File: src/rtl/mprx_pkg.sv
package mprx_pkg;
  typedef enum logic [0:0] {
    RX_IDLE = 1'b0,
    RX_BUSY = 1'b1
  } rx_state_e;
endpackage

File: src/rtl/mprx_rate_gen.sv
module mprx_rate_gen #(
  parameter int unsigned DIV_FAST = 2,
  parameter int unsigned DIV_SLOW = 4
) (
  input  logic clk,
  input  logic rst_n,
  input  logic rate_fast,
  output logic tick
);
  localparam int unsigned DIV_W = (DIV_SLOW > 1) ? $clog2(DIV_SLOW) : 1;

  logic [DIV_W-1:0] cnt_q, cnt_d, limit;

  always_comb begin
    limit = rate_fast ? DIV_W'(DIV_FAST - 1) : DIV_W'(DIV_SLOW - 1);
    tick  = (cnt_q >= limit);
    cnt_d = tick ? '0 : cnt_q + 1'b1;
  end

  always_ff @(posedge clk or negedge rst_n) begin
    if (!rst_n) cnt_q <= '0;
    else        cnt_q <= cnt_d;
  end

  // ticks are never adjacent: at least two clocks per oversample slice
  assert_tick_spacing_R3: assert property (@(posedge clk) disable iff (!rst_n)
    tick |=> !tick);
endmodule

File: src/rtl/mprx_line_sync.sv
module mprx_line_sync #(
  parameter int unsigned STAGES = 2
) (
  input  logic clk,
  input  logic rst_n,
  input  logic din,
  output logic dout
);
  logic [STAGES-1:0] stg_q;

  generate
    for (genvar i = 0; i < STAGES; i++) begin : g_stage
      if (i == 0) begin : g_first
        always_ff @(posedge clk or negedge rst_n) begin
          if (!rst_n) stg_q[i] <= 1'b1;
          else        stg_q[i] <= din;
        end
      end else begin : g_rest
        always_ff @(posedge clk or negedge rst_n) begin
          if (!rst_n) stg_q[i] <= 1'b1;
          else        stg_q[i] <= stg_q[i-1];
        end
      end
    end
  endgenerate

  assign dout = stg_q[STAGES-1];
endmodule

File: src/rtl/mprx_frame_fsm.sv
module mprx_frame_fsm
  import mprx_pkg::*;
#(
  parameter int unsigned DATA_W = 8,
  parameter int unsigned OVS    = 16
) (
  input  logic              clk,
  input  logic              rst_n,
  input  logic              tick,
  input  logic              line,
  input  logic              rx_en,
  output logic              load,
  output logic [DATA_W-1:0] frame_data,
  output logic              frame_ninth
);
  localparam int unsigned PAY_W      = DATA_W + 1;
  localparam int unsigned FRAME_BITS = DATA_W + 3;
  localparam int unsigned SLICE_W    = $clog2(OVS);
  localparam int unsigned BIT_W      = $clog2(FRAME_BITS + 1);
  localparam logic [SLICE_W-1:0] SL_A = SLICE_W'(OVS / 2);
  localparam logic [SLICE_W-1:0] SL_B = SLICE_W'(OVS / 2 + 1);
  localparam logic [SLICE_W-1:0] SL_C = SLICE_W'(OVS / 2 + 2);
  localparam logic [BIT_W-1:0]   LAST = BIT_W'(FRAME_BITS - 1);

  rx_state_e          state_q, state_d;
  logic [SLICE_W-1:0] slice_q, slice_d, cur;
  logic [BIT_W-1:0]   bitn_q, bitn_d;
  logic [1:0]         samp_q, samp_d;
  logic [PAY_W-1:0]   shift_q, shift_d;
  logic               prev_q, prev_d;
  logic               vote, load_raw;

  always_comb begin
    state_d  = state_q;
    slice_d  = slice_q;
    bitn_d   = bitn_q;
    samp_d   = samp_q;
    shift_d  = shift_q;
    prev_d   = prev_q;
    load_raw = 1'b0;
    cur      = slice_q + 1'b1;
    vote     = (samp_q[0] & samp_q[1]) | (samp_q[0] & line) | (samp_q[1] & line);
    if (tick) begin
      prev_d = line;
      case (state_q)
        RX_IDLE: begin
          if (rx_en && prev_q && !line) begin
            state_d = RX_BUSY;
            slice_d = '0;
            bitn_d  = '0;
          end
        end
        RX_BUSY: begin
          slice_d = cur;
          if (cur == '0) bitn_d = bitn_q + 1'b1;
          if (cur == SL_A) samp_d[0] = line;
          if (cur == SL_B) samp_d[1] = line;
          if (cur == SL_C) begin
            if (bitn_q == '0) begin
              if (vote) state_d = RX_IDLE;       // false start
            end else if (bitn_q == LAST) begin
              load_raw = 1'b1;                    // mid stop bit
              state_d  = RX_IDLE;
            end else begin
              shift_d = {vote, shift_q[PAY_W-1:1]};
            end
          end
        end
        default: state_d = RX_IDLE;
      endcase
    end
    if (!rx_en) state_d = RX_IDLE;
  end

  always_ff @(posedge clk or negedge rst_n) begin
    if (!rst_n) begin
      state_q <= RX_IDLE;
      slice_q <= '0;
      bitn_q  <= '0;
      samp_q  <= '0;
      shift_q <= '0;
      prev_q  <= 1'b1;
    end else begin
      state_q <= state_d;
      slice_q <= slice_d;
      bitn_q  <= bitn_d;
      samp_q  <= samp_d;
      shift_q <= shift_d;
      prev_q  <= prev_d;
    end
  end

  assign load        = load_raw & rx_en;
  assign frame_data  = shift_q[DATA_W-1:0];
  assign frame_ninth = shift_q[PAY_W-1];

  assert_idle_when_disabled_R2: assert property (@(posedge clk) disable iff (!rst_n)
    !rx_en |=> state_q == RX_IDLE);

  assert_start_on_fall_R10: assert property (@(posedge clk) disable iff (!rst_n)
    (state_q == RX_BUSY && $past(state_q) == RX_IDLE) |-> ($past(prev_q) && !$past(line)));

  assert_bit_index_R3: assert property (@(posedge clk) disable iff (!rst_n)
    state_q == RX_BUSY |-> bitn_q <= LAST);
endmodule

File: src/rtl/mp_serial_rx.sv
module mp_serial_rx #(
  parameter int unsigned DATA_W      = 8,
  parameter int unsigned OVS         = 16,
  parameter int unsigned DIV_FAST    = 2,
  parameter int unsigned DIV_SLOW    = 4,
  parameter int unsigned SYNC_STAGES = 2
) (
  input  logic              clk,
  input  logic              rst_n,
  input  logic              rxd,
  input  logic              rx_en,
  input  logic              mp_mode,
  input  logic              rate_fast,
  input  logic              rx_done_clr,
  output logic [DATA_W-1:0] rx_data,
  output logic              rx_ninth,
  output logic              rx_done
);
  logic              tick, line, load, f_ninth, accept;
  logic [DATA_W-1:0] f_data;
  logic [DATA_W-1:0] data_q, data_d;
  logic              ninth_q, ninth_d, done_q, done_d;

  mprx_rate_gen #(.DIV_FAST(DIV_FAST), .DIV_SLOW(DIV_SLOW)) u_rate (
    .clk(clk), .rst_n(rst_n), .rate_fast(rate_fast), .tick(tick));

  mprx_line_sync #(.STAGES(SYNC_STAGES)) u_sync (
    .clk(clk), .rst_n(rst_n), .din(rxd), .dout(line));

  mprx_frame_fsm #(.DATA_W(DATA_W), .OVS(OVS)) u_fsm (
    .clk(clk), .rst_n(rst_n), .tick(tick), .line(line), .rx_en(rx_en),
    .load(load), .frame_data(f_data), .frame_ninth(f_ninth));

  always_comb begin
    accept  = load && !done_q && (!mp_mode || f_ninth);
    data_d  = accept ? f_data  : data_q;
    ninth_d = accept ? f_ninth : ninth_q;
    if (rx_done_clr)  done_d = 1'b0;
    else if (accept)  done_d = 1'b1;
    else              done_d = done_q;
  end

  always_ff @(posedge clk or negedge rst_n) begin
    if (!rst_n) begin
      data_q  <= '0;
      ninth_q <= 1'b0;
      done_q  <= 1'b0;
    end else begin
      data_q  <= data_d;
      ninth_q <= ninth_d;
      done_q  <= done_d;
    end
  end

  assign rx_data  = data_q;
  assign rx_ninth = ninth_q;
  assign rx_done  = done_q;

  assert_clear_wins_R9: assert property (@(posedge clk) disable iff (!rst_n)
    rx_done_clr |=> !rx_done);

  assert_hold_when_full_R8: assert property (@(posedge clk) disable iff (!rst_n)
    (rx_done && !rx_done_clr) |=> ($stable(rx_data) && $stable(rx_ninth)));

  assert_mp_filter_R7: assert property (@(posedge clk) disable iff (!rst_n)
    ($rose(rx_done) && $past(mp_mode)) |-> rx_ninth);
endmodule

File: config.mk
export PLATFORM = sky130hd
export DESIGN_NAME = mp_serial_rx
export DESIGN_NICKNAME = d
export VERILOG_FILES = /design/src/rtl/mprx_pkg.sv /design/src/rtl/mprx_rate_gen.sv /design/src/rtl/mprx_line_sync.sv /design/src/rtl/mprx_frame_fsm.sv /design/src/rtl/mp_serial_rx.sv
export SDC_FILE = /design/constraint.sdc
export NUM_CORES = 1
export LEC_CHECK = 0
export BUFFER_PORTS_ARGS = -buffer_cell sky130_fd_sc_hd__buf_2
export CELL_PAD_IN_SITES_DETAIL_PLACEMENT = 1
export CELL_PAD_IN_SITES_GLOBAL_PLACEMENT = 1
export CORE_ASPECT_RATIO = 1.75
export CORE_MARGIN = 2
export CORE_UTILIZATION = 50
export CTS_BUF_LIST = sky130_fd_sc_hd__clkbuf_16
export CTS_CLUSTER_SIZE = 16
export DETAILED_ROUTE_END_ITERATION = 10
export HOLD_SLACK_MARGIN = 0.06
export PLACE_DENSITY = 0.81
export SETUP_SLACK_MARGIN = 0.4
export SLEW_MARGIN = 40
export SYNTH_ARGS = -nofsm -noshare
export SYNTH_HDL_FRONTEND = slang
export SYNTH_SLANG_ARGS = --single-unit
File: constraint.sdc
create_clock -name clk -period 7.2 [get_ports clk]
set_clock_uncertainty 0.2 [all_clocks]
set_input_delay 1.08 -clock clk [delete_from_list [all_inputs] [get_ports clk]]
set_output_delay 1.08 -clock clk [all_outputs]
set_load 0.005 [all_outputs]
==> results.py, run 1 <==
metrics = {
    "outcome": {
        "status": "completed",
    },
    "yosys": {
        "async_flop_share_pct": 100,
        "synth-xor-area-share_pct": 0.534,
        "netlist_area_sq_um": 1640,
        "synth_compound_area_share_pct": 7.55,
        "synth_fa_ha_area_share_pct": 6.71,
        "synth.ff_latch_count": 35,
        "synthCells": 135,
        "syn_area_per_cell_sq_um": 12.2,
        "yosys_warnings": 0,
        "syn-num-nets": 150,
        "synth_ff_type": "dfrtp_1",
        "synth.distinct_cells": 32,
        "synth_edf_count": 0,
        "synth_mux_area_share_pct": 14.9,
        "synth_seq_area_share_pct": 53.6,
        "yosys.area_share.simple_pct": 14.6,
        "synth_top_family_by_area": "multiplexers",
    },
    "setup_path": {
        "start_kind": "input port",
        "endpoint_kind": "register",
        "slowest_delay_ps": 480,
        "crit_family": "compound AO/OA/AOI/OAI gates",
        "cp.buffers_inverters": 1,
        "cp.required_ps": 7160,
        "crit_chain": "buf_2, ha_1, a21o_2, nand2_1, nor3_1, o211a_1, mux2_2",
        "cp_max_fo": 9,
        "arrival_ps": 3250,
        "path_class": "in -> reg",
        "cp_slowest_cell": "nor3_1",
    },
    "timing": {
        "final_max_slew_viol_count": 0,
        "period_needed_ps": 3300,
        "grt_setup_unrepaired": "no",
        "hold_violations": 0,
        "period_share_pct": 45.8,
        "fmax_mhz": 303,
        "tns_ps": 0,
        "setup_viol": 0,
        "worst_pin_slew_ps": 761,
        "relSlewSlack_pct": 48.9,
    },
    "route": {
        "drc_errors": 0,
        "wl_mm": 3.94,
        "num_vias": 1145,
        "firstDrtPassIters": 4,
        "via_per_inst": 5.73,
        "ant_nets": 0,
        "drtIter0Drc": 13,
        "wl_per_cell_microns": 19.7,
    },
    "worst_hold_path": {
        "hold_class": "reg -> reg",
    },
    "pwr": {
        "p_leak_nw": 0.967,
        "finalPower_w": 0.000600,
        "power_density_nw_per_um2": 312,
        "ir_drop_mv": 0.216,
    },
    "placed_design": {
        "placed_cell_area_sq_um": 1760,
        "dp_hpwl_mm": 2.69,
        "portBuffers": 16,
        "place_congestion": 0.815,
    },
    "clock_network": {
        "root_buffer": "clkbuf_16",
        "clk_pin_slew_ps": 50,
        "htreeDepth": 2,
        "insertion_delay_ps": 280,
        "cts_resized": 0,
        "cts_sinks": 35,
        "clockBufferDepth": 2,
        "cts_setup_buffers": 0,
        "cts-buffers-inserted": 5,
        "ctsHoldBuffers": 0,
        "cts_tree": "built",
    },
    "die": {
        "die_area_sq_um": 3780,
        "row_count": 27,
        "coreArea_sq_um": 3140,
        "ios": 17,
        "chipHeight_microns": 79.8,
        "die_x_microns": 47.3,
        "start_util_pct": 52.3,
    },
    "grt": {
        "overflow": 0,
        "grt_max_degree": 36,
        "grt_use_total_pct": 25.0,
        "antenna_found_initial": 0,
        "grt_pass1_wl_mm": 6.40,
        "first_global_vias": 1271,
    },
    "layout": {
        "diodes": 0,
        "fin_area_sq_um": 1930,
        "drive_gt1_share_pct": 31.2,
        "syn_to_final_growth_pct": 17.3,
        "finalNetCount": 171,
    },
    "run": {
        "maxCapViolations": 0,
    },
}
[routing by layer]
metal	up-vias	routed length [microns]	global-route usage [%]	share of wire [%]
met5	-	0	0	0
met4	0	86	10.0	2.2
met3	10	95	4.98	2.4
met2	22	2350	44.6	60
met1	591	1410	26.6	36
li1	522	-	-	-
[cell usage after synthesis, drive strengths merged (2+ instances only)]
master	number	area [sq um]
a211o	2	17.5
a21oi	3	15.0
and3b	2	17.5
dfrtp	32	801
dfstp	3	78.8
ha	8	100
inv	5	18.8
mux2	20	225
mux2i	2	20.0
nand2	12	45.0
nand3	9	45.0
nand4	2	12.5
nor2	8	30.0
nor3	2	10.0
nor3b	2	15.0
o211a	2	20.0
o211ai	2	15.0
o21ai	6	30.0
[power by group]
part	internal [W]	switching [W]	total, W
Combinational	0.0000416	0.0000609	0.000102
Sequential	0.000222	0.0000367	0.000259
Clock	0.000161	0.0000784	0.000239
Total	0.000424	0.000176	0.000600
[placed cells by master, fill, tap and decap left out, types with 2 or more instances in the layout]
cell and count:
a211o_1 2, a21oi_1 3, and3b_1 2, buf_2 15, clkbuf_16 5, dfrtp_1 32, dfstp_2 3, ha_1 8
inv_1 7, mux2_2 20, mux2i_1 2, nand2_1 12, nand3_1 9, nand4_1 2, nor2_1 8, nor3_1 2
nor3b_1 2, o211a_1 2, o211ai_1 2, o21ai_0 5
[cell families (layout without fill, tap and decap cells)]
kind of cell | Yosys count | in the layout
adders and majority gates | 9 | 9
AOI/OAI and AO/OA | 18 | 18
and+or+nand+nor | 43 | 43
muxes | 22 | 22
xor gates and xnor gates | 1 | 1
DFF | 35 | 35
buffers and inverters | 7 | 29
[registers in the layout, summed over array words and instances (netlist names), 2 cells and up]
register	flops
u_fsm.shift_q	9
u_fsm.bitn_q	4
rx_data	8
u_fsm.samp_q	2
u_fsm.slice_q	4
u_rate.cnt_q	2
[path summary, 6_finish.rpt]
check	start	endpoint	slack, ps	cells past startpoint
max reg2reg	u_rate.cnt_q[1]	u_fsm.shift_q[8]	4370	6
min in group asynchronous	rst_n	u_fsm.slice_q[2]	540	1
min reg2reg	u_sync.stg_q[0]	u_sync.dout	170	0
max	rate_fast	u_fsm.shift_q[8]	3900	7
max in group asynchronous	rst_n	u_sync.stg_q[0]	5910	1
min	u_sync.stg_q[0]	u_sync.dout	170	0
[metrics by stage]
| step | hold WS [ps] | instances | worst slack (ps) | utilization (%) |
|---|---|---|---|---|
| 4_1_cts | 164 | 200 | 3900 | 61.2 |
| 3_5_place_dp | 157 | 192 | 3610 | 56.0 |
| 6_report | 167 | 200 | 3900 | 61.3 |
| 5_1_grt | 164 | 200 | 3810 | 61.3 |
| 3_3_place_gp | 147 | 192 | 3840 | 56.0 |
| 2_1_floorplan | 145 | 135 | 4190 | - |
[area by class of cell]
cell class	instances	area, sq um
fillers	328	1220
flip-flops and latches	35	880
multi-input cells	93	728
clock buffers	5	125
repair buffers	16	82.6
well taps	43	53.8
clock inverters	3	37.5
inverters	5	18.8
Note: power is estimated with default switching activity, not from simulation.
==> inputs of run 2 (changes only) <==
CORE_UTILIZATION = 42   (was 50)
PLACE_DENSITY = 0.72   (was 0.81)
clock period = 2.7 ns   (was 7.2 ns; I/O delays follow)
==> run 2 against run 1 <==
Net effect: critical path depth stayed put; final cell count is 11% higher; design area is 10% higher; wire length is 6.7% higher; non-clock buffer count is 15 higher; register-to-register slack worse by 3900 ps; critical endpoint is now u_fsm.shift_q[3].
==> results.py, run 2 (synthesis results as in run 1) <==
metrics = {
    "grt": {
        "grt_use_total_pct": 19.8,
        "overflow": 0,
        "grt_max_degree": 36,
        "first_global_vias": 1294,
        "antenna_found_initial": 0,
        "grt_pass1_wl_mm": 6.33,
    },
    "setup_path": {
        "cpMostUsedCell": "nor2_2",
        "r2r_end": "u_fsm.shift_q[3]",
        "arrival_ps": 2180,
        "path_class": "reg -> reg",
        "rr_startpoint": "u_fsm.slice_q[1]",
        "crit_chain": "buf_4, ha_2, nor2_2, nor2_2, nor3_4, o211a_4, mux2_2",
        "start_kind": "register",
        "startpoint": "u_fsm.slice_q[1]",
        "cp.required_ps": 2650,
        "cp_slowest_cell": "dfrtp_1",
        "r2r_setup_slack_ps": 480,
        "cp.buffers_inverters": 1,
        "cp_max_fo": 5,
        "crit_family": "simple AND/OR/NAND/NOR gates",
        "endpoint_kind": "register",
        "reg2reg_depth": 7,
        "slowest_delay_ps": 400,
    },
    "die": {
        "die_area_sq_um": 4440,
        "ios": 17,
        "start_util_pct": 42.9,
        "chipHeight_microns": 86.7,
        "coreArea_sq_um": 3830,
        "row_count": 30,
        "die_x_microns": 51.3,
    },
    "timing": {
        "tns_ps": 0,
        "grt_setup_unrepaired": "no",
        "fmax_mhz": 450,
        "final_max_slew_viol_count": 0,
        "relSlewSlack_pct": 55.6,
        "hold_violations": 0,
        "setup_viol": 0,
        "period_share_pct": 82.3,
        "worst_pin_slew_ps": 662,
        "hold_slack_ps": 97.2,
        "period_needed_ps": 2220,
    },
    "clock_network": {
        "cts_tree": "built",
        "clk_pin_slew_ps": 60,
        "cts-buffers-inserted": 5,
        "cts_sinks": 35,
        "root_buffer": "clkbuf_16",
        "clockBufferDepth": 2,
        "htreeDepth": 2,
        "insertion_delay_ps": 280,
    },
    "pwr": {
        "p_leak_nw": 1.03,
        "ir_drop_mv": 0.720,
        "power_density_nw_per_um2": 777,
    },
    "run": {
        "maxCapViolations": 0,
    },
    "layout": {
        "largest_register_ffs": 9,
        "finalNetCount": 187,
        "top_register": "u_fsm.shift_q",
        "diodes": 0,
        "mostFrequentLayoutCells": "31 x dfrtp_1, 20 x mux2_2, 15 x buf_2, 12 x buf_4, 11 x nand2_1",
        "final.fill_count": 418,
        "fin_area_sq_um": 2120,
        "drive_gt1_share_pct": 43.4,
        "layout_commonest_cell": "dfrtp_1",
        "syn_to_final_growth_pct": 29.3,
    },
    "route": {
        "wl_per_cell_microns": 19.0,
        "drtIter0Drc": 20,
        "ant_nets": 0,
        "drc_errors": 0,
        "firstDrtPassIters": 4,
        "num_vias": 1196,
        "via_per_inst": 5.41,
        "wl_mm": 4.20,
    },
    "placed_design": {
        "place_congestion": 0.807,
        "portBuffers": 16,
        "dp_hpwl_mm": 2.67,
        "placed_cell_area_sq_um": 1790,
    },
    "worst_hold_path": {
        "hold_depth": 2,
        "hold_class": "in -> reg",
        "min-delay-start": "rx_done_clr",
        "hold_end": "rx_done",
    },
    "outcome": {
        "status": "completed",
    },
}
==> run 2: cell types whose count changed in the layout (fill, tap and decap cells not counted), moves of 2 or more <==
cell and change:
ha_4 +2, dlygate4sd3_1 +2, o211a_4 +2, buf_6 +2, clkinvlp_4 +2, ha_1 -3, nor2_1 -2, inv_1 -3
nor2_2 +2, buf_4 +11
==> run 2: layout make-up <==
class	count	area [sq um]	area share (%)
Clock buffer	5	125	5.89
Timing Repair Buffer	31	208	9.78
Multi-Input combinational cell	94	811	38.2
Inverter	5	18.8	0.884
Clock inverter	3	20.0	0.943
Sequential cell	35	881	41.5
Tap cell	48	60.1	2.83
==> run 2: report_power, final <==
part	switching [W]	total [W]	internal [W]
Combinational	0.000209	0.000401	0.000192
Sequential	0.000103	0.000697	0.000594
Clock	0.000212	0.000551	0.000339
Total	0.000525	0.00165	0.00113
==> run 2: repair_timing <==
action / CTS / global route
resized for setup: 8 / 11
endpoints found under the setup margin: 18 / 20
hold endpoints to repair: 33 / 0
pin swaps: 1 / 6
setup buffers: 4 / 5
cloned: 1 / 1
hold buffers: 2 / 0
==> run 2: worst register-to-register path: cells and delay by family (launching register included) <==
kind	cells	cell delay (ps)
mux	1	370
simple gates	3	530
compound gates	1	260
buf+inv	1	160
fa+ha+maj	1	190
flops	1	400
==> run 2: worst max path at each step <==
stage	to	slack, ps	cells after the start
after detailed placement	u_fsm.shift_q[1]	200	7
final	u_fsm.shift_q[3]	480	7
after floorplan	rx_data[0]	450	5
after global placement	u_fsm.shift_q[2]	280	7
after CTS	rx_data[6]	410	7
after global routing	rx_data[3]	380	6
==> run 2: layer usage <==
layer  global-route usage [%]  wire, microns
met4                     10.0             71
met3                     3.79             84
met1                     19.0           1580
met5                        0              0
met2                     38.3           2460
==> run 2: through the flow <==
step,total power (W),util [%],instances,setup slack [ps]
after detailed placement,0.000985,46.9,200,196
after global placement,0.000952,46.9,200,277
after global routing,0.00174,55.5,221,382
after floorplan,0.000862,-,135,446
final,0.00165,55.5,221,478
after CTS,0.00159,53.0,215,410
